`src/rtl/gpio_pad_pkg.sv`:
```
package gpio_pad_pkg;

   localparam int BUS_W  = 32;
   localparam int ADDR_W = 4;

   typedef enum logic [ADDR_W-1:0] {
      REG_LOCK_A   = 4'd0,
      REG_DIN      = 4'd1,
      REG_DOUT     = 4'd2,
      REG_DOUT_SET = 4'd3,
      REG_DOUT_CLR = 4'd4,
      REG_OE       = 4'd5,
      REG_OE_SET   = 4'd6,
      REG_OE_CLR   = 4'd7,
      REG_OTYPE    = 4'd8,
      REG_POL      = 4'd9,
      REG_PULLUP   = 4'd10,
      REG_PULLDN   = 4'd11,
      REG_INMASK   = 4'd12,
      REG_LOCK_B   = 4'd13
   } reg_sel_e;

   typedef enum logic [1:0] {
      LK_OPEN  = 2'd0,
      LK_SHUT  = 2'd1,
      LK_ARMED = 2'd2
   } lock_state_e;

endpackage

```
`src/rtl/gpio_lock_ctrl.sv`:
```
module gpio_lock_ctrl
   import gpio_pad_pkg::*;
#(
   parameter logic [BUS_W-1:0] KEY_ARM  = 32'hC0DE1248,
   parameter logic [BUS_W-1:0] KEY_OPEN = 32'hC0DEFA73
) (
   input  logic             clk,
   input  logic             rst_n,
   input  logic             wr_a,
   input  logic             wr_b,
   input  logic [BUS_W-1:0] wdata,
   output logic             locked
);

   lock_state_e state_q, state_d;

   always_comb begin
      state_d = state_q;
      if (wr_b) begin
         state_d = (wdata == KEY_ARM) ? LK_ARMED : LK_SHUT;
      end else if (wr_a) begin
         state_d = (state_q == LK_ARMED && wdata == KEY_OPEN) ? LK_OPEN : LK_SHUT;
      end
   end

   always_ff @(posedge clk or negedge rst_n) begin
      if (!rst_n) state_q <= LK_OPEN;
      else        state_q <= state_d;
   end

   assign locked = (state_q != LK_OPEN);

endmodule

```
`src/rtl/gpio_ctrl_regs.sv`:
```
module gpio_ctrl_regs
   import gpio_pad_pkg::*;
#(
   parameter int WIDTH = 32
) (
   input  logic              clk,
   input  logic              rst_n,
   input  logic              wr_en,
   input  logic [ADDR_W-1:0] addr,
   input  logic [WIDTH-1:0]  wdata,
   output logic [WIDTH-1:0]  dout_q,
   output logic [WIDTH-1:0]  oe_q,
   output logic [WIDTH-1:0]  otype_q,
   output logic [WIDTH-1:0]  pol_q,
   output logic [WIDTH-1:0]  pu_q,
   output logic [WIDTH-1:0]  pd_q,
   output logic [WIDTH-1:0]  mask_q
);

   localparam logic [WIDTH-1:0] ALL_ZERO = '0;
   localparam logic [WIDTH-1:0] ALL_ONE  = '1;

   always_ff @(posedge clk or negedge rst_n) begin
      if (!rst_n) begin
         dout_q  <= ALL_ZERO;
         oe_q    <= ALL_ZERO;
         otype_q <= ALL_ZERO;
         pol_q   <= ALL_ZERO;
         pu_q    <= ALL_ONE;
         pd_q    <= ALL_ZERO;
         mask_q  <= ALL_ONE;
      end else if (wr_en) begin
         case (reg_sel_e'(addr))
            REG_DOUT:     dout_q  <= wdata;
            REG_DOUT_SET: dout_q  <= dout_q | wdata;
            REG_DOUT_CLR: dout_q  <= dout_q & ~wdata;
            REG_OE:       oe_q    <= wdata;
            REG_OE_SET:   oe_q    <= oe_q | wdata;
            REG_OE_CLR:   oe_q    <= oe_q & ~wdata;
            REG_OTYPE:    otype_q <= wdata;
            REG_POL:      pol_q   <= wdata;
            REG_PULLUP:   pu_q    <= wdata;
            REG_PULLDN:   pd_q    <= wdata;
            REG_INMASK:   mask_q  <= wdata;
            default: ;
         endcase
      end
   end

endmodule

```
`src/rtl/gpio_pad_resolve.sv`:
```
module gpio_pad_resolve #(
   parameter int WIDTH          = 32,
   parameter bit HAS_OPEN_DRAIN = 1'b1
) (
   input  logic [WIDTH-1:0] dout,
   input  logic [WIDTH-1:0] oe,
   input  logic [WIDTH-1:0] otype,
   input  logic [WIDTH-1:0] pol,
   input  logic [WIDTH-1:0] pu,
   input  logic [WIDTH-1:0] pd,
   input  logic [WIDTH-1:0] mask,
   output logic [WIDTH-1:0] pin,
   output logic [WIDTH-1:0] din
);

   for (genvar i = 0; i < WIDTH; i++) begin : g_bit
      logic outv;
      logic drive;
      logic pull_lvl;

      assign outv     = dout[i] ^ pol[i];
      assign pull_lvl = pu[i] & ~pd[i];

      if (HAS_OPEN_DRAIN) begin : g_od
         assign drive = oe[i] & (~otype[i] | ~outv);
      end else begin : g_pp
         logic unused_type;
         assign unused_type = otype[i];
         assign drive = oe[i];
      end

      assign pin[i] = drive ? outv : pull_lvl;
      assign din[i] = (pin[i] & mask[i]) ^ pol[i];
   end

endmodule

```
`src/rtl/gpio_pad_port.sv`:
```
module gpio_pad_port
   import gpio_pad_pkg::*;
#(
   parameter int               WIDTH          = 32,
   parameter bit               HAS_OPEN_DRAIN = 1'b1,
   parameter logic [BUS_W-1:0] KEY_ARM        = 32'hC0DE1248,
   parameter logic [BUS_W-1:0] KEY_OPEN       = 32'hC0DEFA73
) (
   input  logic              clk,
   input  logic              rst_n,
   input  logic              bus_req,
   input  logic              bus_we,
   input  logic [ADDR_W-1:0] bus_addr,
   input  logic [BUS_W-1:0]  bus_wdata,
   output logic              bus_rvalid,
   output logic [BUS_W-1:0]  bus_rdata
);

   if (WIDTH < 1 || WIDTH > BUS_W) begin : g_bad_width
      $error("gpio_pad_port: WIDTH must lie in 1..BUS_W");
   end

   logic             wr_any, wr_lock_a, wr_lock_b, wr_ctrl, rd_any;
   logic             locked;
   logic [WIDTH-1:0] dout_q, oe_q, otype_q, pol_q, pu_q, pd_q, mask_q;
   logic [WIDTH-1:0] pin_w, din_w;
   logic [BUS_W-1:0] rd_next;

   assign wr_any    = bus_req & bus_we;
   assign rd_any    = bus_req & ~bus_we;
   assign wr_lock_a = wr_any && (bus_addr == REG_LOCK_A);
   assign wr_lock_b = wr_any && (bus_addr == REG_LOCK_B);
   assign wr_ctrl   = wr_any & ~locked;

   gpio_lock_ctrl #(
      .KEY_ARM (KEY_ARM),
      .KEY_OPEN(KEY_OPEN)
   ) i_lock (
      .clk   (clk),
      .rst_n (rst_n),
      .wr_a  (wr_lock_a),
      .wr_b  (wr_lock_b),
      .wdata (bus_wdata),
      .locked(locked)
   );

   gpio_ctrl_regs #(
      .WIDTH(WIDTH)
   ) i_regs (
      .clk    (clk),
      .rst_n  (rst_n),
      .wr_en  (wr_ctrl),
      .addr   (bus_addr),
      .wdata  (bus_wdata[WIDTH-1:0]),
      .dout_q (dout_q),
      .oe_q   (oe_q),
      .otype_q(otype_q),
      .pol_q  (pol_q),
      .pu_q   (pu_q),
      .pd_q   (pd_q),
      .mask_q (mask_q)
   );

   gpio_pad_resolve #(
      .WIDTH         (WIDTH),
      .HAS_OPEN_DRAIN(HAS_OPEN_DRAIN)
   ) i_pad (
      .dout (dout_q),
      .oe   (oe_q),
      .otype(otype_q),
      .pol  (pol_q),
      .pu   (pu_q),
      .pd   (pd_q),
      .mask (mask_q),
      .pin  (pin_w),
      .din  (din_w)
   );

   always_comb begin
      rd_next = '0;
      case (reg_sel_e'(bus_addr))
         REG_LOCK_A: rd_next = BUS_W'(locked);
         REG_DIN:    rd_next = BUS_W'(din_w);
         REG_DOUT:   rd_next = BUS_W'(dout_q);
         REG_OE:     rd_next = BUS_W'(oe_q);
         REG_OTYPE:  rd_next = BUS_W'(otype_q);
         REG_POL:    rd_next = BUS_W'(pol_q);
         REG_PULLUP: rd_next = BUS_W'(pu_q);
         REG_PULLDN: rd_next = BUS_W'(pd_q);
         REG_INMASK: rd_next = BUS_W'(mask_q);
         default:    rd_next = '0;
      endcase
   end

   always_ff @(posedge clk or negedge rst_n) begin
      if (!rst_n) begin
         bus_rvalid <= 1'b0;
         bus_rdata  <= '0;
      end else begin
         bus_rvalid <= rd_any;
         if (rd_any) bus_rdata <= rd_next;
      end
   end

endmodule

```
`config.mk`:
```
export PLATFORM = sky130hd
export DESIGN_NAME = gpio_pad_port
export DESIGN_NICKNAME = d
export VERILOG_FILES = /design/src/rtl/gpio_pad_pkg.sv /design/src/rtl/gpio_lock_ctrl.sv /design/src/rtl/gpio_ctrl_regs.sv /design/src/rtl/gpio_pad_resolve.sv /design/src/rtl/gpio_pad_port.sv
export SDC_FILE = /design/constraint.sdc
export NUM_CORES = 1
export LEC_CHECK = 0
export BUFFER_PORTS_ARGS = -buffer_cell sky130_fd_sc_hd__buf_2
export CORE_MARGIN = 8
export CORE_UTILIZATION = 25
export CTS_CLUSTER_DIAMETER = 200
export DETAILED_ROUTE_END_ITERATION = 16
export SYNTH_ARGS = -nofsm -noshare
export SYNTH_HDL_FRONTEND = slang
export SYNTH_SLANG_ARGS = --single-unit
```
`constraint.sdc`:
```
create_clock -name clk -period 1.9 [get_ports clk]
set_input_delay 0.095 -clock clk [delete_from_list [all_inputs] [get_ports clk]]
set_output_delay 0.095 -clock clk [all_outputs]
set_load 0.05 [all_outputs]
```
==> metrics.md <==
| Metric | Value |
|---|---|
| Worst flop-to-flop path startpoint | `i_lock.state_q[0]$_DFFE_PN0P_` |
| CTS sink count | `259` |
| Chip height | `250.4 um` |
| Syn Nets | `1,335` |
| Worst reg-to-reg setup slack | `0.09 ns` |
| Vias per inst | `5.354` |
| Cell taking the most area after synthesis | `dfrtp_1` |
| Number of warnings issued by yosys | `0` |
| Avg Inst Size Synth | `10.61 um^2` |
| Max Slew Vio Count | `0` |
| Number of I/O pins | `73` |
| Met2 GRT Util | `23.48%` |
| Final HPWL DP | `32,970 um` |
| Worst-path clk slew | `0.06 ns` |
| Register area share after synthesis | `47.76%` |
| Busiest metal layer after global routing | `met2` |
| Core area | `0.05466 mm^2` |
| Setup Skew | `0.01173 ns` |
| Static Leak | `7.601 nW` |
| Kind of critical path | `reg -> reg` |
| CTS tree | `yes` |
| Cells after synthesis | `1,295` |
| Status | `finished, final reports clean` |
| Initial antenna violation count | `3` |
| Total number of vias | `11.58k` |
| Crit path launch | `i_lock.state_q[0]$_DFFE_PN0P_` |
| Overflow left after global routing | `0` |
| Wirelength per Cell | `22.40 um` |
| Port bufs | `72` |
| Starting Density | `25.13%` |
| M3 GR Usage | `2.425%` |
| Horiz. Die Dim | `250.4 um` |
| Worst Setup Start Kind | `flop` |
| RePlAce Congestion | `0.8641` |
| Area Growth Syn to Fin | `23.84%` |
| GR Util met1 | `20.02%` |
| Period minus WS final | `1.807 ns` |
| Setup crit end kind | `flop` |
| Syn Std Cell Area | `0.01374 mm^2` |
| R2R cell count | `8` |
| H-tree levels | `1` |
| Bufs on Longest Clock Path | `3` |
| Distinct cells, synth | `57` |
| Final net count | `1,473` |
| Final hold vios | `0` |
| Vias in the first global route | `11.52k` |
| Crit path to | `i_regs.dout_q[30]$_DFFE_PN0P_` |
| Crit path DAT | `2.26 ns` |
| All-Layer GR Usage | `14.83%` |
| # rows | `86` |
| Post-place setup slack | `-0.2524 ns` |
| Synth Register Bits | `259` |
| Max IR drop VDD | `0.0006736 V` |
| Antenna Violating Nets Remaining | `0` |
| FFs w/ async S/R, synth | `100.0%` |
| Finish-stage setup viols | `0` |
| Worst EP required | `2.36 ns` |
| EDFF count, synth | `0` |
| Inserted Clock Buffers | `30` |
| Largest net degree at the start of global routing | `62` |
| Tightest Hold Check Type | `in -> async` |
| Pwr dens | `931.5 mW/mm^2` |
| F_max | `553.3 MHz` |
| Synth top area share | `35.52%` |
| CP max FO | `13` |
| Fin crit share | `95.12%` |
| Root buffer cell | `clkbuf_16` |
| Layout cells sized above 1 | `32.94%` |
| DRC viols | `0` |
| Rel. slew slack | `17.83%` |
| RSZ-0062 raised after global routing | `false` |
| Hold_ws | `0.04803 ns` |
| Reg-to-Reg End | `i_regs.dout_q[30]$_DFFE_PN0P_` |
| Synth top area cells | `dfrtp_1 (36%), mux2_2 (14%), dfstp_2 (12%), nand2_1 (4.5%), mux2i_1 (4.3%)` |
| Worst-skew pair later-pin latency | `0.56 ns` |
| Pre-antenna DRT Iters | `5` |
| Tightest Pin Transition | `1.230 ns` |
| Worst setup margin | `0.09275 ns` |
| Drt first-iter violations | `1,087` |
| Die ar. | `0.06271 mm^2` |
| First-pass GRT wire length | `73,170 um` |
| Max Cap Viol | `0` |
| Total Routed Length | `48,420 um` |
| Top FF cell, synth | `dfrtp_1` |
kinds of logic after synthesis:
logic type      after synthesis  share of synthesized area (%)
compound gates              344                          18.33
simple gates                260                          9.154
flops                       259                          47.76
mux                         236                          18.81
buf+inv                     195                          5.875
xor+xnor                      1                        0.06377
registers in the layout, summed over array words and instances (netlist names):
signal / cells
bus_rdata: 32
bus_rvalid: 1
i_lock.state_q: 2
i_regs.dout_q: 32
i_regs.mask_q: 32
i_regs.oe_q: 32
i_regs.otype_q: 32
i_regs.pd_q: 32
i_regs.pol_q: 32
i_regs.pu_q: 32
synthesized netlist by cell type, types with 6 or more instances:
library cell / n
o21ai_0: 53
nand2b_1: 16
nand2_1: 166
a32oi_1: 22
nor2_1: 18
mux2i_1: 59
mux2_1: 10
dfstp_2: 64
o211a_1: 20
buf_2: 39
a2bb2oi_1: 14
nand3_1: 8
dfrtp_1: 195
a311oi_1: 17
a211oi_1: 10
buf_4: 7
mux2_2: 167
a22oi_1: 40
a21oi_1: 8
clkbuf_1: 57
a41oi_1: 6
o221ai_1: 17
a22o_1: 34
o22ai_1: 36
o211ai_1: 12
a31oi_1: 30
inv_1: 88
nor2b_1: 12
o21ai_1: 11
layout make-up:
cell class | count | area, um^2
inverters | 89 | 334.1
flip-flops and latches | 259 | 6561
fillers | 5561 | 37650
clock inverters | 4 | 47.55
clock buffers | 52 | 1015
diodes | 1 | 2.502
repair buffers | 212 | 1754
multi-input cells | 841 | 6416
well taps | 704 | 880.8
worst min-delay path by stage:
stage | startpoint | end | slack, ns | cells after the start
3_3_place_gp | rst_n | bus_rdata[22]$_DFFE_PN0P_ | 0.05 | 1
4_1_cts | rst_n | bus_rdata[26]$_DFFE_PN0P_ | 0.07 | 2
6_report | rst_n | i_regs.pol_q[28]$_DFFE_PN0P_ | 0.05 | 2
2_1_floorplan | rst_n | bus_rdata[0]$_DFFE_PN0P_ | -0.20 | 0
3_5_place_dp | rst_n | bus_rdata[22]$_DFFE_PN0P_ | 0.05 | 1
5_1_grt | rst_n | i_regs.pol_q[28]$_DFFE_PN0P_ | 0.09 | 2
repair_timing:
action | CTS | global route
setup buffers | 0 | 1
hold buffers | 36 | 0
endpoints found under the hold margin | 419 | 0
gates resized for setup | 0 | 3
endpoints found under the setup margin | 0 | 33
where the power goes:
part / leakage, nW / internal [mW] / switching (mW)
clock: 0.525 / 3.72 / 2.36
sequential: 3.31 / 6.40 / 0.764
combinational: 3.76 / 1.20 / 1.41
total: 7.60 / 11.3 / 4.53
per-layer routing:
metal | vias to the layer above | part of all wire [%]
met4 | 4 | 3.9
met3 | 133 | 7.1
met5 | - | 0.041
met2 | 506 | 46
met1 | 5892 | 43
li1 | 5040 | -
through the flow:
step                      cells  TNS, ns  util (%)  total power, mW  instance area (um^2)
after floorplan            1295        0         -            8.724                 13740
after global placement     2067   -1.766     28.41            9.606                 15530
after detailed placement   2067   -2.078     28.41            9.750                 15530
after CTS                  2159        0     31.01            15.93                 16950
after global routing       2161        0     31.12            16.53                 17010
final                      2162        0     31.12            15.85                 17010
placed cells by master (no fill, tap or decap), types with 18 or more instances in the layout:
cell type      instances
mux2_2               167
o211a_1               20
o21ai_0               53
dlygate4sd3_1         36
dfstp_2               64
dfrtp_1              195
buf_2                 71
nand2_1              161
mux2i_1               59
a22oi_1               40
clkbuf_16             32
a31oi_1               30
o22ai_1               36
buf_12                18
a22o_1                34
buf_4                 85
inv_1                 88
a32oi_1               22
worst max-delay path, stage by stage (launching register included):
cell	delay (ns)
dfrtp_1	0.42
nor2_2	0.12
nand3_2	0.12
buf_4	0.19
nor3_4	0.21
buf_12	0.14
buf_12	0.16
o21ai_0	0.10
a22o_1	0.23
(Power assumes the default switching activity.)
